==> src/rtl/iss_pkg.sv <==
package iss_pkg;

  localparam int NRES    = 8;
  localparam int MAX_STG = 10;

  // resource slots of the reservation window
  localparam int RS_FETCH = 0;
  localparam int RS_READ  = 1;
  localparam int RS_UNPK  = 2;
  localparam int RS_SHF   = 3;
  localparam int RS_ADD   = 4;
  localparam int RS_RND   = 5;
  localparam int RS_WR    = 6;
  localparam int RS_MUL   = 7;

  localparam logic [1:0] CL_ADD  = 2'd0;
  localparam logic [1:0] CL_MUL  = 2'd1;
  localparam logic [1:0] CL_CONV = 2'd2;
  localparam logic [1:0] CL_NONE = 2'd3;

  typedef logic [NRES-1:0] rmask_t;

  function automatic rmask_t one_res(input int r);
    rmask_t m;
    m    = '0;
    m[r] = 1'b1;
    return m;
  endfunction

  // units used by step stg of a class (one step per cycle after start)
  function automatic rmask_t stage_use(input logic [1:0] cls, input int stg);
    rmask_t m;
    m = '0;
    if (stg == 0)      m = one_res(RS_FETCH);
    else if (stg == 1) m = one_res(RS_READ);
    else if (stg == 2) m = one_res(RS_UNPK);
    else begin
      case (cls)
        CL_ADD: case (stg)
          3:       m = one_res(RS_SHF) | one_res(RS_ADD);
          4:       m = one_res(RS_ADD) | one_res(RS_RND);
          5:       m = one_res(RS_RND) | one_res(RS_SHF);
          6:       m = one_res(RS_WR);
          default: m = '0;
        endcase
        CL_MUL: case (stg)
          3, 4, 5, 6: m = one_res(RS_MUL);
          7:          m = one_res(RS_ADD);
          8:          m = one_res(RS_RND);
          9:          m = one_res(RS_WR);
          default:    m = '0;
        endcase
        CL_CONV: case (stg)
          3:       m = one_res(RS_SHF);
          4:       m = one_res(RS_RND);
          5:       m = one_res(RS_WR);
          default: m = '0;
        endcase
        default: m = '0;
      endcase
    end
    if (cls == CL_NONE) m = '0;
    return m;
  endfunction

  function automatic int last_use(input logic [1:0] cls, input int r);
    int s;
    rmask_t m;
    s = 0;
    for (int i = 0; i < MAX_STG; i++) begin
      m = stage_use(cls, i);
      if (m[r]) s = i;
    end
    return s;
  endfunction

  function automatic int first_use(input logic [1:0] cls, input int r);
    int s;
    rmask_t m;
    s = MAX_STG;
    for (int i = MAX_STG - 1; i >= 0; i--) begin
      m = stage_use(cls, i);
      if (m[r]) s = i;
    end
    return s;
  endfunction

  // start distance for a consumer that reads the register file
  function automatic int wb_wait(input logic [1:0] cls);
    return last_use(cls, RS_WR);
  endfunction

  // start distance for an add consumer fed from the rounder output
  function automatic int byp_wait(input logic [1:0] cls);
    return last_use(cls, RS_RND) + 1 - first_use(CL_ADD, RS_ADD);
  endfunction

endpackage

==> src/rtl/iss_resv_window.sv <==
module iss_resv_window
  import iss_pkg::*;
#(
  parameter int DEPTH = MAX_STG,
  parameter int CW    = 2,
  parameter logic [NRES*CW-1:0] COPY_V = '0
) (
  input  logic       clk,
  input  logic       rst,
  input  logic [1:0] cls,
  input  logic       take,
  output logic       fit
);

  // win[k][r]: copies of unit r booked for the cycle k ahead (k = 0 is now)
  logic [CW-1:0] win    [DEPTH][NRES];
  logic [CW-1:0] win_nx [DEPTH][NRES];
  logic          over;

  always_comb begin
    fit = 1'b1;
    for (int j = 0; j < DEPTH; j++) begin
      rmask_t u;
      u = stage_use(cls, j);
      for (int r = 0; r < NRES; r++) begin
        if (({1'b0, win[j][r]} + {{CW{1'b0}}, u[r]}) > {1'b0, COPY_V[r*CW +: CW]})
          fit = 1'b0;
      end
    end
  end

  // shift by one slot per clock; a granted candidate books its steps 1..
  always_comb begin
    for (int k = 0; k < DEPTH - 1; k++) begin
      rmask_t nu;
      nu = stage_use(cls, k + 1);
      for (int r = 0; r < NRES; r++)
        win_nx[k][r] = win[k+1][r] + {{(CW-1){1'b0}}, take & nu[r]};
    end
    for (int r = 0; r < NRES; r++) win_nx[DEPTH-1][r] = '0;
  end

  always_ff @(posedge clk) begin
    if (rst) begin
      for (int k = 0; k < DEPTH; k++)
        for (int r = 0; r < NRES; r++) win[k][r] <= '0;
    end else begin
      win <= win_nx;
    end
  end

  always_comb begin
    over = 1'b0;
    for (int k = 0; k < DEPTH; k++)
      for (int r = 0; r < NRES; r++)
        if (win[k][r] > COPY_V[r*CW +: CW]) over = 1'b1;
  end


  win_cap_chk: assert property (@(posedge clk) disable iff (rst) !over);


  take_fit_chk: assert property (@(posedge clk) disable iff (rst) take |-> fit);

endmodule

==> config.mk <==
export PLATFORM = sky130hd
export DESIGN_NAME = iss_resv_window
export DESIGN_NICKNAME = d
export VERILOG_FILES = /design/src/rtl/iss_pkg.sv /design/src/rtl/iss_resv_window.sv
export SDC_FILE = /design/constraint.sdc
export NUM_CORES = 1
export LEC_CHECK = 0
export ABC_AREA = 1
export BUFFER_PORTS_ARGS = -buffer_cell sky130_fd_sc_hd__buf_2
export CELL_PAD_IN_SITES_DETAIL_PLACEMENT = 0
export CELL_PAD_IN_SITES_GLOBAL_PLACEMENT = 1
export CORE_MARGIN = 3
export CORE_UTILIZATION = 43
export CTS_BUF_LIST = sky130_fd_sc_hd__clkbuf_4 sky130_fd_sc_hd__clkbuf_8
export DETAILED_ROUTE_END_ITERATION = 12
export GPL_ROUTABILITY_DRIVEN = 0
export GPL_TIMING_DRIVEN = 0
export PLACE_DENSITY_LB_ADDON = 0.15
export SLEW_MARGIN = 20
export SYNTH_ARGS = -nofsm -noshare
export SYNTH_HDL_FRONTEND = slang
export SYNTH_SLANG_ARGS = --single-unit
==> constraint.sdc <==
create_clock -name clk -period 1.3 [get_ports clk]
set_clock_uncertainty 0.05 [all_clocks]
set_input_delay 0.065 -clock clk [delete_from_list [all_inputs] [get_ports clk]]
set_output_delay 0.065 -clock clk [all_outputs]
set_load 0.01 [all_outputs]
==> results of run 1 <==
-- area by class of cell --
| type | count | area, sq um |
|---|---|---|
| plain buffers | 7 | 51.3 |
| clock buffers | 7 | 90.1 |
| clock inverters | 1 | 30.0 |
| fillers | 414 | 1860 |
| inverters | 62 | 235 |
| multi-input cells | 134 | 820 |
| flip-flops and latches | 49 | 987 |
| well taps | 50 | 62.6 |
| repair buffers | 8 | 62.6 |
-- routing by layer --
metal | share of wire [%] | global-route usage [%] | routed length [microns]
met5 | 0 | 0 | 0
met4 | 1.6 | 4.83 | 50
met2 | 47 | 23.1 | 1490
met3 | 2.9 | 4.10 | 91
met1 | 49 | 16.8 | 1550
-- cells in the mapped netlist --
master   instances  area share [%]
a21oi_1          1            0.25
buf_2            5             1.3
buf_6            2             1.1
dfxtp_1         49              50
ha_1            18              11
inv_1           62              12
nand2_1         27             5.2
nand2_2          1            0.32
nand3_1          1            0.25
nand4_1          2            0.64
nor2_1          73              14
nor2_2           1            0.32
nor3_1           5             1.3
xnor2_1          5             2.2
-- metrics by stage --
stage          total power, mW  TNS [ns]  hold slack [ns]
2_1_floorplan             1.72         0            0.183
3_3_place_gp              1.77    -0.274            0.236
3_5_place_dp              1.77    -0.285            0.239
4_1_cts                   2.89    -0.559           0.0190
5_1_grt                   3.00    -0.617           0.0578
6_report                  2.87    -0.487           0.0249
-- logic make-up (layout without fill, tap and decap cells) --
family,count (synthesis),in the layout,share of synthesized area [%]
AO/OA/AOI/OAI,1,1,0.254
adder cells (fa/ha/maj),18,18,11.5
XOR/XNOR,5,5,2.23
flip-flops,49,49,49.9
buffers and inverters,69,85,14.3
AND/OR/NAND/NOR,110,110,21.9
-- what timing repair did --
action | 4_1_cts | 5_1_grt
pin swaps | 2 | 1
gates resized for setup | 2 | 2
endpoints found under the setup margin | 1 | 1
setup buffers | 0 | 1
hold buffers | 4 | 0
hold endpoints to repair | 3 | 0
-- worst max-delay path, stage by stage, from the launching register on --
cell,delay [ns]
dfxtp_4,0.39
ha_4,0.17
ha_4,0.20
inv_1,0.04
nand2_1,0.05
nor2_1,0.08
nand2_1,0.07
nor2_2,0.12
nand2_2,0.07
nor2_2,0.07
buf_2,0.12
-- cells in the final DEF, fill, tap and decap left out, types with 5 or more instances in the layout --
cell type,instances
nor2_1,70
ha_4,8
buf_2,8
clkbuf_8,6
dfxtp_1,46
ha_1,8
inv_1,61
nor3_1,5
nand2_1,26
xnor2_1,5
-- power by group through the flow --
stage / sequential, mW / combinational [mW] / clock [mW]
2_1_floorplan: 1.57 / 0.151 / 0
3_3_place_gp: 1.57 / 0.196 / 0
3_5_place_dp: 1.57 / 0.198 / 0
4_1_cts: 1.54 / 0.209 / 1.15
5_1_grt: 1.54 / 0.246 / 1.21
6_report: 1.54 / 0.207 / 1.13
-- worst paths after layout --
check                           slack (ns)        to  cells past startpoint
worst max-delay path                 -0.49       fit                     10
worst min-delay path                  0.02   win[64]                      3
worst max register to register        0.23  win[101]                      4
worst min register to register        0.37  win[149]                      2
==> flow_metrics.tcl, run 1 <==
set metrics [dict create \
    antennaDiodeCount 0 \
    hold_viol_final 0 \
    switchingPower_mw 0.616 \
    drt-pass1-iter-count 4 \
    drt_iter0_markers 30 \
    vias 1333 \
    p_leak_nw 1.10 \
    ir_drop_v 0.000540 \
    endpoint_kind "output port" \
    synth_nets 275 \
    relSlewSlack_pct 70.8 \
    yosysWarnings 0 \
    core_sq_um 4200 \
    final_cells 318 \
    start_util_pct 46.8 \
    clock_path_buffers 2 \
    drtAntennaViolNets 0 \
    dpl_cell_area_sq_um 2150 \
    intPower_mw 2.26 \
    grt_pass1_wl_microns 5590 \
    status "complete, but fails checks" \
    seqPwrFrac_pct 53.6 \
    worst_pin_slew_ns 0.435 \
    power_frac_clock_pct 39.2 \
    cts_root_buf "clkbuf_8" \
    rsz0062_at_grt "true" \
    cts_tree "yes" \
    setup.worst_path.start_class "flop" \
    drive_above_1_share_pct 14.6 \
    crit_fanout 5 \
    clk_pin_slew_ns 0.09 \
    htree_levels 2 \
    top_register "win" \
    die_w_microns 73.6 \
    clk_latency_ns 0.29 \
    p_per_area_nw_per_um2 1230 \
    cap_violations 0 \
    cp_data_required_time_ns 1.19 \
    hold_class "in -> reg" \
    grt_pass1_vias 1257 \
    port_buffers 3 \
    final_util_pct 55.7 \
    cp-startpoint "win[102]" \
    largest_reg_flops 49 \
    ys_types 14 \
    wl_microns 3190 \
    worstSetupPathType "reg -> out" \
    slew_violations 0 \
    row_count 23 \
    route.detailed.drc 0 \
    arrival_ns 1.67 \
    wl_per_cell_microns 10.0 \
    ys_seq_elements 49 \
    hp-start "take" \
    cts_inserted_buffers 5 \
    violations "setup timing" \
    p_comb_share_pct 7.2 \
    place_inst 305 \
    ys_seq_area_share_pct 49.9 \
    dp_slack_ns -0.285 \
    syn_inst 252 \
    die_y_microns 73.6 \
    area_delta_synth_final_pct 19.0 \
    track_usage_pct 13.8 \
    top_regs "win x49" \
    nets 290 \
    ios 6 \
    antenna_found_initial 0 \
    syn_area_sq_um 1970 \
    sw_frac_of_total_pct 21.5 \
    dieArea_sq_um 5420 \
    grt_max_degree 15 \
    layout_setup_ws_ns -0.487 \
    period_needed_ns 1.79 \
    avgSynthCellArea_sq_um 7.80 \
    clock_sinks 49 \
    timing.fmax_mhz 560 \
    stdcell_area_sq_um 2340 \
    avgViaCountPerCell 4.19 \
    critical_path.reg2reg.startpoint "win[102]" \
    overflow 0 \
    fin_crit_sh_pct 137 \
    dpl.hpwl_microns 2280 \
    setup_viol 1 \
]
No activity file was read; power rests on OpenSTA's default activity.
==> run 2: changes to the inputs <==
--- a/config.mk
+++ b/config.mk
@@ -9,9 +9,11 @@
 export BUFFER_PORTS_ARGS = -buffer_cell sky130_fd_sc_hd__buf_2
 export CELL_PAD_IN_SITES_DETAIL_PLACEMENT = 0
 export CELL_PAD_IN_SITES_GLOBAL_PLACEMENT = 1
-export CORE_MARGIN = 3
+export CORE_ASPECT_RATIO = 1.4
+export CORE_MARGIN = 2
 export CORE_UTILIZATION = 43
 export CTS_BUF_LIST = sky130_fd_sc_hd__clkbuf_4 sky130_fd_sc_hd__clkbuf_8
+export CTS_CLUSTER_SIZE = 24
 export DETAILED_ROUTE_END_ITERATION = 12
 export GPL_ROUTABILITY_DRIVEN = 0
 export GPL_TIMING_DRIVEN = 0
==> run 2 against run 1 <==
- the run still ends with setup timing left
- core utilization fell by 3.3 points
- critical endpoint unchanged
- critical path type unchanged
- combinational power barely moved
- die area shrank 5.2%
==> flow_metrics.tcl, run 2 (same netlist as run 1, synthesis figures left out) <==
set metrics [dict create \
    cap_violations 0 \
    timing.fmax_mhz 556 \
    antenna_found_initial 0 \
    wl_per_cell_microns 10.2 \
    violations "setup timing" \
    top_layer "met4" \
    hold_viol_final 0 \
    antennaDiodeCount 0 \
    cp_data_required_time_ns 1.19 \
    cts_inserted_buffers 5 \
    p_per_area_nw_per_um2 1120 \
    reg2reg_depth 4 \
    area_delta_synth_final_pct 19.0 \
    relSlewSlack_pct 74.4 \
    setup.worst_path.start_class "flop" \
    drive_above_1_share_pct 16.0 \
    die_w_microns 61.1 \
    rsz0062_at_grt "true" \
    dieArea_sq_um 5140 \
    wl_met1_microns 1390 \
    track_usage_pct 15.6 \
    grt_pass1_vias 1360 \
    seqPwrFrac_pct 58.9 \
    p_comb_share_pct 7.9 \
    cpPeakStageDelay_ns 0.40 \
    grt_pass1_wl_microns 5800 \
    top_register "win" \
    clock_path_buffers 2 \
    worst_pin_slew_ns 0.381 \
    slowest_stage "dfxtp_4" \
    drtAntennaViolNets 0 \
    ir_drop_v 0.000538 \
    finalSetupTns_ns -0.499 \
    htree_levels 2 \
    wl_met2_microns 1840 \
    wl_microns 3360 \
    arrival_ns 1.68 \
    dpl.hpwl_microns 2540 \
    switchingPower_mw 0.633 \
    path_cells "ha_4, ha_4, inv_2, nand2_2, nor2_2, nand2_1, nor2_1, nand2_1, nor2_2, buf_2" \
    avgViaCountPerCell 4.14 \
    drt-pass1-iter-count 4 \
    setup_viol 1 \
    die_y_microns 84.0 \
    grt_max_degree 16 \
    clk_latency_ns 0.30 \
    drt_iter0_markers 19 \
    ios 6 \
    sw_frac_of_total_pct 24.2 \
    clock_sinks 49 \
    layout_setup_ws_ns -0.499 \
    port_buffers 3 \
    intPower_mw 1.98 \
    hold_path_depth 3 \
    routed-wl-met3_microns 70 \
    row_count 29 \
    vias 1371 \
    final_common_cell "nor2_1" \
    final_cell_mix "nor2_1, inv_1, dfxtp_1" \
    route.detailed.drc 0 \
    top_regs "win x49" \
    clk_pin_slew_ns 0.09 \
    start_util_pct 44.0 \
    overflow 0 \
    cts_root_buf "clkbuf_8" \
    crit_fanout 6 \
    hold_class "in -> reg" \
    largest_reg_flops 49 \
    final_util_pct 52.4 \
    worstSetupPathType "reg -> out" \
    p_leak_nw 1.10 \
    fin_crit_sh_pct 138 \
    slew_violations 0 \
    power_frac_clock_pct 33.2 \
    whs_ns 0.0374 \
    period_needed_ns 1.80 \
    cts_tree "yes" \
    endpoint_kind "output port" \
    core_sq_um 4460 \
    nets 291 \
    status "complete, but fails checks" \
]
==> run 2: path summary, 6_finish.rpt <==
check	startpoint	to	slack, ns
max	win[102]	fit	-0.50
min reg2reg	win[134]	win[150]	0.37
max reg2reg	win[102]	win[101]	0.20
min	take	win[156]	0.04
==> run 2: cell type report <==
cell class | instances | area, sq um
Buffer | 7 | 51.3
Timing Repair Buffer | 9 | 72.6
Tap cell | 62 | 77.6
Sequential cell | 49 | 991
Clock inverter | 3 | 17.5
Clock buffer | 5 | 68.8
Multi-Input combinational cell | 134 | 825
Inverter | 62 | 235
Fill cell | 469 | 2120
==> run 2: metrics by stage <==
stage | total power [mW] | setup slack [ns] | instance area, sq um | instances
after detailed placement | 1.77 | -0.258 | 2170 | 317
after global routing | 2.75 | -0.622 | 2340 | 331
final | 2.61 | -0.499 | 2340 | 331
after floorplan | 1.72 | 0.00115 | 2070 | 252
after CTS | 2.64 | -0.536 | 2310 | 331
after global placement | 1.77 | -0.247 | 2170 | 317
==> run 2: metal layers <==
layer	track usage, %	vias up
met5	0	-
met4	5.93	0
met3	3.72	5
met2	28.2	11
met1	16.3	603
li1	-	752
==> run 2: worst max-delay path: cells and delay by family, from the launching register on <==
kind	cells	cell delay, ns
AND/OR/NAND/NOR	6	0.45
flip-flops	1	0.40
adder cells (fa/ha/maj)	2	0.37
buffers and inverters	2	0.16
==> run 2: power by group through the flow <==
| stage | registers (mW) | logic [mW] | clock network (mW) |
|---|---|---|---|
| floorplan | 1.57 | 0.151 | 0 |
| global placement | 1.57 | 0.196 | 0 |
| detailed placement | 1.58 | 0.198 | 0 |
| CTS | 1.54 | 0.209 | 0.894 |
| global route | 1.54 | 0.245 | 0.966 |
| finish | 1.54 | 0.207 | 0.868 |
==> run 2: what timing repair did <==
action                                  CTS  global route
hold buffers                              4             0
resized for setup                         4             5
buffers inserted                          2             0
gates cloned                              0             0
endpoints found under the setup margin    1             2
pin swaps                                 3             2
hold endpoints to repair                  3             0
